==> config.mk <==
export PLATFORM = sky130hd
export DESIGN_NAME = rdo_slice_fmt
export DESIGN_NICKNAME = d
export VERILOG_FILES = /design/src/rtl/rdo_pkg.sv /design/src/rtl/rdo_rst_sync.sv /design/src/rtl/rdo_event_capture.sv /design/src/rtl/rdo_slice_select.sv /design/src/rtl/rdo_seq_ctrl.sv /design/src/rtl/rdo_slice_fmt.sv
export SDC_FILE = /design/constraint.sdc
export NUM_CORES = 2
export LEC_CHECK = 0
export ABC_AREA = 1
export BUFFER_PORTS_ARGS = -buffer_cell sky130_fd_sc_hd__buf_2
export CORE_AREA = 10 10 653 655
export CTS_CLUSTER_DIAMETER = 60
export DETAILED_ROUTE_END_ITERATION = 10
export DIE_AREA = 0 0 663 665
export PLACE_DENSITY_LB_ADDON = 0.2
export SLEW_MARGIN = 5
export SYNTH_ARGS = -nofsm -noshare
export SYNTH_HDL_FRONTEND = slang
export SYNTH_HIERARCHICAL = 1
export SYNTH_SLANG_ARGS = --single-unit
==> constraint.sdc <==
create_clock -name clk -period 5.3 [get_ports clk]
set_input_delay 1.06 -clock clk [delete_from_list [all_inputs] [get_ports clk]]
set_output_delay 1.06 -clock clk [all_outputs]
set_load 0.02 [all_outputs]
==> src/rtl/rdo_pkg.sv <==
package rdo_pkg;
  typedef enum logic {
    ST_IDLE = 1'b0,
    ST_SEND = 1'b1
  } fmt_state_e;
endpackage

==> src/rtl/rdo_rst_sync.sv <==
module rdo_rst_sync (
  input  logic clk,
  input  logic rst_n,
  output logic rst_sync_n
);
  logic [1:0] sync_q;

  always_ff @(posedge clk or negedge rst_n) begin
    if (!rst_n) sync_q <= 2'b00;
    else        sync_q <= {sync_q[0], 1'b1};
  end

  assign rst_sync_n = sync_q[1];
endmodule

==> src/rtl/rdo_event_capture.sv <==
module rdo_event_capture #(
  parameter int N_CH  = 20,
  parameter int REC_W = 80,
  parameter int HIT_W = 48,
  parameter int BCN_W = 12
) (
  input  logic                    clk,
  input  logic                    load_i,
  input  logic [N_CH*REC_W-1:0]   ser_i,
  input  logic [HIT_W-1:0]        hit_i,
  input  logic [BCN_W-1:0]        bcn_i,
  output logic [N_CH*REC_W-1:0]   rec_o,
  output logic [HIT_W-1:0]        hit_o,
  output logic [BCN_W-1:0]        bcn_o
);
  // Data registers carry no reset: they are only read while a transfer runs,
  // and every transfer starts with a load.
  genvar ch;
  generate
    for (ch = 0; ch < N_CH; ch++) begin : g_ch
      logic [REC_W-1:0] rec_q;
      always_ff @(posedge clk) begin
        if (load_i) rec_q <= ser_i[ch*REC_W +: REC_W];
      end
      assign rec_o[ch*REC_W +: REC_W] = rec_q;
    end
  endgenerate

  logic [HIT_W-1:0] hit_q;
  logic [BCN_W-1:0] bcn_q;

  always_ff @(posedge clk) begin
    if (load_i) begin
      hit_q <= hit_i;
      bcn_q <= bcn_i;
    end
  end

  assign hit_o = hit_q;
  assign bcn_o = bcn_q;
endmodule

==> src/rtl/rdo_slice_select.sv <==
module rdo_slice_select #(
  parameter int N_CH    = 20,
  parameter int REC_W   = 80,
  parameter int HIT_W   = 48,
  parameter int BCN_W   = 12,
  parameter int HIT_PER = 16,
  parameter int BCN_PER = 4,
  parameter int IDX_W   = 7
) (
  input  logic [IDX_W-1:0]        idx_i,
  input  logic [N_CH*REC_W-1:0]   rec_i,
  input  logic [HIT_W-1:0]        hit_i,
  input  logic [BCN_W-1:0]        bcn_i,
  output logic [N_CH-1:0]         slice_o
);
  localparam int N_MRG = HIT_W / HIT_PER;

  logic [N_CH-1:0] col_slc;
  logic [N_CH-1:0] mrg_slc [N_MRG];

  // Column slices: one bit from each channel record.
  genvar ch;
  generate
    for (ch = 0; ch < N_CH; ch++) begin : g_col
      logic [REC_W-1:0] ch_rec;
      assign ch_rec      = rec_i[ch*REC_W +: REC_W];
      assign col_slc[ch] = ch_rec[idx_i];
    end
  endgenerate

  // Trailer slices: hit field low, bunch-crossing field high.
  genvar j;
  generate
    for (j = 0; j < N_MRG; j++) begin : g_mrg
      assign mrg_slc[j] = {bcn_i[j*BCN_PER +: BCN_PER], hit_i[j*HIT_PER +: HIT_PER]};
    end
  endgenerate

  always_comb begin
    slice_o = col_slc;
    for (int m = 0; m < N_MRG; m++) begin
      if (idx_i == IDX_W'(REC_W + m)) slice_o = mrg_slc[m];
    end
  end
endmodule

==> src/rtl/rdo_seq_ctrl.sv <==
module rdo_seq_ctrl
  import rdo_pkg::*;
#(
  parameter int N_SLC = 83,
  parameter int IDX_W = 7
) (
  input  logic             clk,
  input  logic             rst_n,
  input  logic             start_i,
  input  logic             ready_i,
  output logic             load_o,
  output logic             valid_o,
  output logic             busy_o,
  output logic             done_o,
  output logic [IDX_W-1:0] idx_o
);
  localparam logic [IDX_W-1:0] LAST_IDX = IDX_W'(N_SLC - 1);

  fmt_state_e       state_q, state_d;
  logic [IDX_W-1:0] idx_q, idx_d;
  logic             done_q, done_d;
  logic             accept;

  assign accept = (state_q == ST_SEND) && ready_i;

  // Next-state process
  always_comb begin
    state_d = state_q;
    idx_d   = idx_q;
    done_d  = 1'b0;
    load_o  = 1'b0;
    case (state_q)
      ST_IDLE: begin
        if (start_i) begin
          load_o  = 1'b1;
          state_d = ST_SEND;
          idx_d   = '0;
        end
      end
      ST_SEND: begin
        if (accept) begin
          if (idx_q == LAST_IDX) begin
            state_d = ST_IDLE;
            idx_d   = '0;
            done_d  = 1'b1;
          end else begin
            idx_d = idx_q + IDX_W'(1);
          end
        end
      end
      default: state_d = ST_IDLE;
    endcase
  end

  // Register process
  always_ff @(posedge clk or negedge rst_n) begin
    if (!rst_n) begin
      state_q <= ST_IDLE;
      idx_q   <= '0;
      done_q  <= 1'b0;
    end else begin
      state_q <= state_d;
      idx_q   <= idx_d;
      done_q  <= done_d;
    end
  end

  assign valid_o = (state_q == ST_SEND);
  assign busy_o  = (state_q == ST_SEND);
  assign done_o  = done_q;
  assign idx_o   = idx_q;
endmodule

==> src/rtl/rdo_slice_fmt.sv <==
module rdo_slice_fmt #(
  parameter int N_CH    = 20,
  parameter int REC_W   = 80,
  parameter int HIT_W   = 48,
  parameter int BCN_W   = 12,
  parameter int HIT_PER = 16,
  parameter int BCN_PER = 4
) (
  input  logic                   clk,
  input  logic                   rst_n,
  input  logic                   start_i,
  input  logic [N_CH*REC_W-1:0]  ser_data_i,
  input  logic [HIT_W-1:0]       hit_i,
  input  logic [BCN_W-1:0]       bcn_i,
  input  logic                   slc_ready_i,
  output logic [N_CH-1:0]        slc_data_o,
  output logic                   slc_valid_o,
  output logic                   busy_o,
  output logic                   done_o
);
  localparam int N_MRG = HIT_W / HIT_PER;
  localparam int N_SLC = REC_W + N_MRG;
  localparam int IDX_W = $clog2(N_SLC);

  logic                  rst_int_n;
  logic                  load;
  logic [IDX_W-1:0]      idx;
  logic [N_CH*REC_W-1:0] rec_q;
  logic [HIT_W-1:0]      hit_q;
  logic [BCN_W-1:0]      bcn_q;

  rdo_rst_sync u_rst (
    .clk        (clk),
    .rst_n      (rst_n),
    .rst_sync_n (rst_int_n)
  );

  rdo_seq_ctrl #(.N_SLC(N_SLC), .IDX_W(IDX_W)) u_ctrl (
    .clk     (clk),
    .rst_n   (rst_int_n),
    .start_i (start_i),
    .ready_i (slc_ready_i),
    .load_o  (load),
    .valid_o (slc_valid_o),
    .busy_o  (busy_o),
    .done_o  (done_o),
    .idx_o   (idx)
  );

  rdo_event_capture #(.N_CH(N_CH), .REC_W(REC_W), .HIT_W(HIT_W), .BCN_W(BCN_W)) u_cap (
    .clk    (clk),
    .load_i (load),
    .ser_i  (ser_data_i),
    .hit_i  (hit_i),
    .bcn_i  (bcn_i),
    .rec_o  (rec_q),
    .hit_o  (hit_q),
    .bcn_o  (bcn_q)
  );

  rdo_slice_select #(
    .N_CH(N_CH), .REC_W(REC_W), .HIT_W(HIT_W), .BCN_W(BCN_W),
    .HIT_PER(HIT_PER), .BCN_PER(BCN_PER), .IDX_W(IDX_W)
  ) u_sel (
    .idx_i   (idx),
    .rec_i   (rec_q),
    .hit_i   (hit_q),
    .bcn_i   (bcn_q),
    .slice_o (slc_data_o)
  );
endmodule

After elaboration in Yosys (flattened, before gate mapping). Index checks and enable logic that the tools add are counted.

Logic and storage cells: 91. Output and inout port bits: 23. Bits in registers: 1671.

Equality and inequality tests: 5. Add/sub/neg operators: 1. Order comparisons: 1. Bitwise operators: 1. Reduce and logical (&&, ||, !) cells: 2. Multiplexer cells: 55.

Operator list (number): binary-select mux 1 bit (select 7 bit) (20); 2-to-1 mux 20 bit (3); 2-to-1 mux 1 bit (27); == test 7 bit, second input constant (3); 2-to-1 mux 7 bit (3); one-hot mux 7 bit (2 select lines) (1); < comparator 7 x 8 -> 1 bit, second input constant (1); adder 7 x 1 -> 7 bit, second input constant (1); != test 2 bit, second input constant (2); one-hot mux 1 bit (2 select lines) (1); AND reduction 2 bit (1); logical AND 1 bit (1); inverter 1 bit (1).

Longest topological paths before layout.
Depth in word-level cells: 5. Mapped depth: 19.

Hierarchy. The synthesis kept the hierarchy.

Modules (own cells, without submodules): rdo_event_capture (times used 1, area an instance 49847.8 um^2, cells an instance 1660); rdo_slice_select (times used 1, area an instance 18431.4 um^2, cells an instance 4373); rdo_seq_ctrl (times used 1, area an instance 565.5 um^2, cells an instance 68); rdo_rst_sync (times used 1, area an instance 53.8 um^2, cells an instance 3).

Worst setup path before layout. OpenSTA, ideal clock, no wires.

Path type: input to register. From: input start_i. To: register u_cap.bcn_q[0], in the netlist u_cap/bcn_o[0], enable pin. Cell stages on the path: 2. Arrival: 33.046 ns. Path slack: -29.737 ns. Path buffers: 0. Cells stage by stage: nand2_1 inv_1.

Cells in the longest elaborated chain, start to end: 2.

RTL lines: start, declared (line rdo_slice_fmt.sv:11) `input logic start_i,`; 2-to-1 mux 1 bit (line rdo_seq_ctrl.sv:34) `if (start_i) begin`; 2-to-1 mux 1 bit (line rdo_seq_ctrl.sv:32) `case (state_q)`; net load (line rdo_slice_fmt.sv:26) `logic load;`; end signal, assigned (line rdo_event_capture.sv:35) `bcn_q <= bcn_i;`; end, declared (line rdo_event_capture.sv:30) `logic [BCN_W-1:0] bcn_q;`.

The timed path passes the listed nets, and every way through them passes these cells. A chain may end at the register's enable or synchronous reset.

Worst setup path after layout.
From: register u_ctrl.idx_q[0], in the netlist u_ctrl/idx_o[0]. To: output slc_data_o[14].

Cells in the longest elaborated chain, start to end: 5. Elaborated cells on any way between the ends: 8. Those cells by class: eq/ne: 3; mux: 5.

RTL lines: start, declared (line rdo_seq_ctrl.sv:20) `logic [IDX_W-1:0] idx_q, idx_d;`; start signal, assigned (line rdo_seq_ctrl.sv:63) `idx_q <= idx_d;`; binary-select mux 1 bit (select 7 bit) (line rdo_slice_select.sv:27) `assign col_slc[ch] = ch_rec[idx_i];`; 2-to-1 mux 1 bit (implied by the code) (line rdo_slice_select.sv:27); 2-to-1 mux 20 bit (2 in series) (line rdo_slice_select.sv:42) `if (idx_i == IDX_W'(REC_W + m)) slice_o = mrg_slc[m];`; 2-to-1 mux 20 bit * (line rdo_slice_select.sv:42); end, declared (line rdo_slice_fmt.sv:16) `output logic [N_CH-1:0] slc_data_o,`.

Every way passes the cells marked *; elsewhere a longest branch is shown, timed or not. The select of a mux whose other input is x is not followed.

==> flow_metrics.env <==
export IMPL_timing_hold_ws_ns=0.197
export IMPL_path_cells="buf_16 > buf_6 > bufbuf_16 > nand2_1 > nand2_1 > nand2_1 > nand2_1 > nand2_1 > nand2_1 > nor2_4 > nand2_1 > nand3_2 > nand2_1 > nand2_1 > nand2_1 > nand2_1 > nand3_4 > buf_2"
export IMPL_postSynthCellCount=6104
export IMPL_placed_cell_area_sq_um=85000
export IMPL_synth_seq_cells=1671
export IMPL_synth_xor_xnor_area_share=0.000381
export IMPL_grt_max_degree=92
export IMPL_row_count=236
export IMPL_critPathMaxStageDelay_ns=0.56
export IMPL_yosysWarnings=6
export IMPL_rsz0062_at_grt="true"
export IMPL_min_period_over_period=0.964
export IMPL_netlist_area_sq_um=68900
export IMPL_drtIter0Drc=4664
export IMPL_drc_errors=0
export IMPL_worstPathArrival_ns=4.05
export IMPL_vdd_drop_max_v=0.000384
export IMPL_stdcell_count=13800
export IMPL_reg2reg_depth=6
export IMPL_yosysTopAreaCell="edfxtp_1"
export IMPL_p_per_area_nw_per_um2=473
export IMPL_worst_path_max_fanout=21
export IMPL_synth_compound_area_frac=0.0339
export IMPL_h_tree_depth=4
export IMPL_synth_simple_area_share=0.185
export IMPL_hp_class="flop to asynchronous set/reset pin"
export IMPL_synth_mux_area_frac=0
export IMPL_path_clk_slew_ns=0.06
export IMPL_yosys_area_share_adder=0.000363
export IMPL_vias=54600
export IMPL_synth_distinct_cells=31
export IMPL_drv_cap=0
export IMPL_maxSlewHeadroom=0.390
export IMPL_r2r_end="u_cap/g_ch[10].rec_q[59]"
export IMPL_avgSynthCellArea_sq_um=11.3
export IMPL_routed_wl_mm=399
export IMPL_final_nets=9663
export IMPL_root_buffer="clkbuf_16"
export IMPL_r2r_slack_ns=2.29
export IMPL_pin_count=1687
export IMPL_die_y_microns=665
export IMPL_die_area_sq_um=441000
export IMPL_start_kind="flop"
export IMPL_place_gp_congestion=0.839
export IMPL_grtUsageTotal=0.172
export IMPL_hold_viol=0
export IMPL_die_w_microns=663
export IMPL_clockBufferDepth=4
export IMPL_tightest_slew_ns=0.915
export IMPL_grt_pass1_wl_mm=519
export IMPL_p_leak_nw=38.5
export IMPL_port_buffers=1686
export IMPL_reg2reg_from="u_ctrl/busy_o"
export IMPL_coreArea_sq_um=413000
export IMPL_clk_latency_ns=0.92
export IMPL_numCtsBuffers=227
export IMPL_drive_above_1_share=0.317
export IMPL_max_freq_mhz=196
export IMPL_critPathRequiredTime_ns=4.24
export IMPL_drtPass1Iterations=8
export IMPL_gr_total_overflow=0
export IMPL_final_cell_area_sq_um=95800
export IMPL_post_dp_hpwl_mm=303
export IMPL_antenna_found_initial=299
export IMPL_finalCriticalPeriod_ns=5.11
export IMPL_clock_sinks=1671
export IMPL_ys_seq_area_frac=0.727
export IMPL_synth_top_area_frac=0.723
export IMPL_cp_end_kind="primary output"
export IMPL_start_util=0.167
export IMPL_ant_nets=0
export IMPL_synth_area_leaders="edfxtp_1, nand2_1, nand3_1"
export IMPL_area_growth_syn_to_layout_pct=39.1
export IMPL_finalClockSkew_ns=0.0679
export IMPL_wl_per_cell_microns=29.0
export IMPL_vias_per_cell=3.96
export IMPL_slowest_stage="dfrtp_4"
export IMPL_outcome="completed"
export IMPL_cts_tree="done"
export IMPL_grt_pass1_vias=57400
export IMPL_crit_top_cell="nand2_1"
export IMPL_synth_top_family_by_area="simple AND/OR/NAND/NOR gates"
export IMPL_placedCellCount=13200
export IMPL_critPathKind="flop to primary output"
export IMPL_finalMaxSlewViolations=0
export IMPL_syn_nets=7770
export IMPL_setup_viol=0
## worst max-delay path by stage
stage                          startpoint             end  slack, ns  depth (start not counted)
after global placement    u_ctrl/idx_o[0]  slc_data_o[10]       0.06                         16
after detailed placement  u_ctrl/idx_o[0]  slc_data_o[19]       0.06                         17
final                     u_ctrl/idx_o[0]  slc_data_o[14]       0.19                         18
after CTS                 u_ctrl/idx_o[0]  slc_data_o[10]      -0.02                         16
after global routing      u_ctrl/idx_o[0]  slc_data_o[10]      -0.07                         16
after floorplan                   start_i  u_cap/bcn_o[0]     -21.23                          2
## cells by family after synthesis
logic type               Yosys count
AND/OR/NAND/NOR                 3198
flip-flops                      1671
other                              1
AO/OA/AOI/OAI                    420
XOR/XNOR                           3
buffers and inverters            809
adder cells (fa/ha/maj)            2
## cells in the mapped netlist
library cell     n
nor2_2           4
nand3_2          1
o21ai_2          4
nor2_1         331
clkinv_1         5
o21ai_0        121
nand4_1         27
buf_1           24
nand3b_4         1
buf_4           40
conb_1           1
xor2_1           3
nand3_1        488
nor3_1           3
clkbuf_1        61
buf_8            2
o22ai_2          1
inv_1          476
o211ai_1        85
buf_6           27
nand2_2          1
a21oi_1        169
nand2_4          1
nand2_1       2339
o21ai_1         40
ha_1             2
nor2_8           2
edfxtp_1      1660
dfrtp_1         11
buf_2          168
inv_2            6
## cells in the final DEF, fill, tap and decap left out, drive strengths merged, types with 2 or more instances in the layout
cell | Yosys | final
a21oi | 169 | 169
buf | 261 | 1966
bufbuf | 0 | 15
bufinv | 0 | 22
clkbuf | 61 | 260
clkinv | 5 | 110
clkinvlp | 0 | 25
dfrtp | 11 | 11
diode | 0 | 115
edfxtp | 1660 | 1660
ha | 2 | 2
inv | 482 | 493
nand2 | 2341 | 2341
nand3 | 489 | 489
nand4 | 27 | 27
nor2 | 337 | 337
nor3 | 3 | 3
o211ai | 85 | 85
o21ai | 165 | 165
xor2 | 3 | 3
## layout make-up
cell class | instances | area [sq um]
Inverter | 487 | 1920
Multi-Input combinational cell | 3624 | 16300
Timing Repair Buffer | 1985 | 12800
Tap cell | 5474 | 6850
Timing Repair inverter | 1 | 8.76
Sequential cell | 1671 | 50100
Fill cell | 44600 | 317000
Clock buffer | 257 | 5790
Clock inverter | 162 | 1760
Antenna cell | 115 | 288
## metrics by stage
stage / total power [mW] / util / setup WS, ns / setup TNS [ns]
6_report: 45.3 / 0.232 / 0.193 / 0
5_1_grt: 47.6 / 0.232 / -0.0693 / -0.209
4_1_cts: 46.5 / 0.231 / -0.0244 / -0.0555
3_5_place_dp: 28.8 / 0.206 / 0.0578 / 0
3_3_place_gp: 29.0 / 0.206 / 0.0644 / 0
2_1_floorplan: 20.3 / - / -21.23 / -
## repair_timing
item                                   CTS  global route
cloned                                  26             3
hold buffers                             1             0
setup endpoints to repair               20            20
pin swaps                               35            12
resized for setup                      368            41
endpoints found under the hold margin    2             0
setup buffers                           50             0
## routing by layer
layer | track usage | part of all wire
met3 | 0.0320 | 0.054
met2 | 0.316 | 0.52
met4 | 0.0537 | 0.034
met5 | 0 | 0.00093
met1 | 0.202 | 0.39
## state kept, by name, summed over array words and instances, names as in the netlist
| name | count |
|---|---|
| u_cap/g_ch.rec_q | 1600 |
| u_cap/hit_o | 48 |
| u_cap/bcn_o | 12 |
| u_ctrl/idx_o | 7 |
| u_rst/sync_q | 2 |
| u_ctrl/busy_o | 1 |
| u_ctrl/done_o | 1 |
## where the power goes
group | internal, mW | switching [mW]
combinational | 4.39 | 10.8
clock | 9.03 | 6.48
sequential | 14.5 | 0.0569
## critical path: cells and delay by family, from the launching register on
kind                   cells  cell delay (ns)
buffers and inverters      4             0.94
flip-flops                 1             0.56
AND/OR/NAND/NOR           14             1.57
Note: power is estimated with default switching activity, not from simulation.
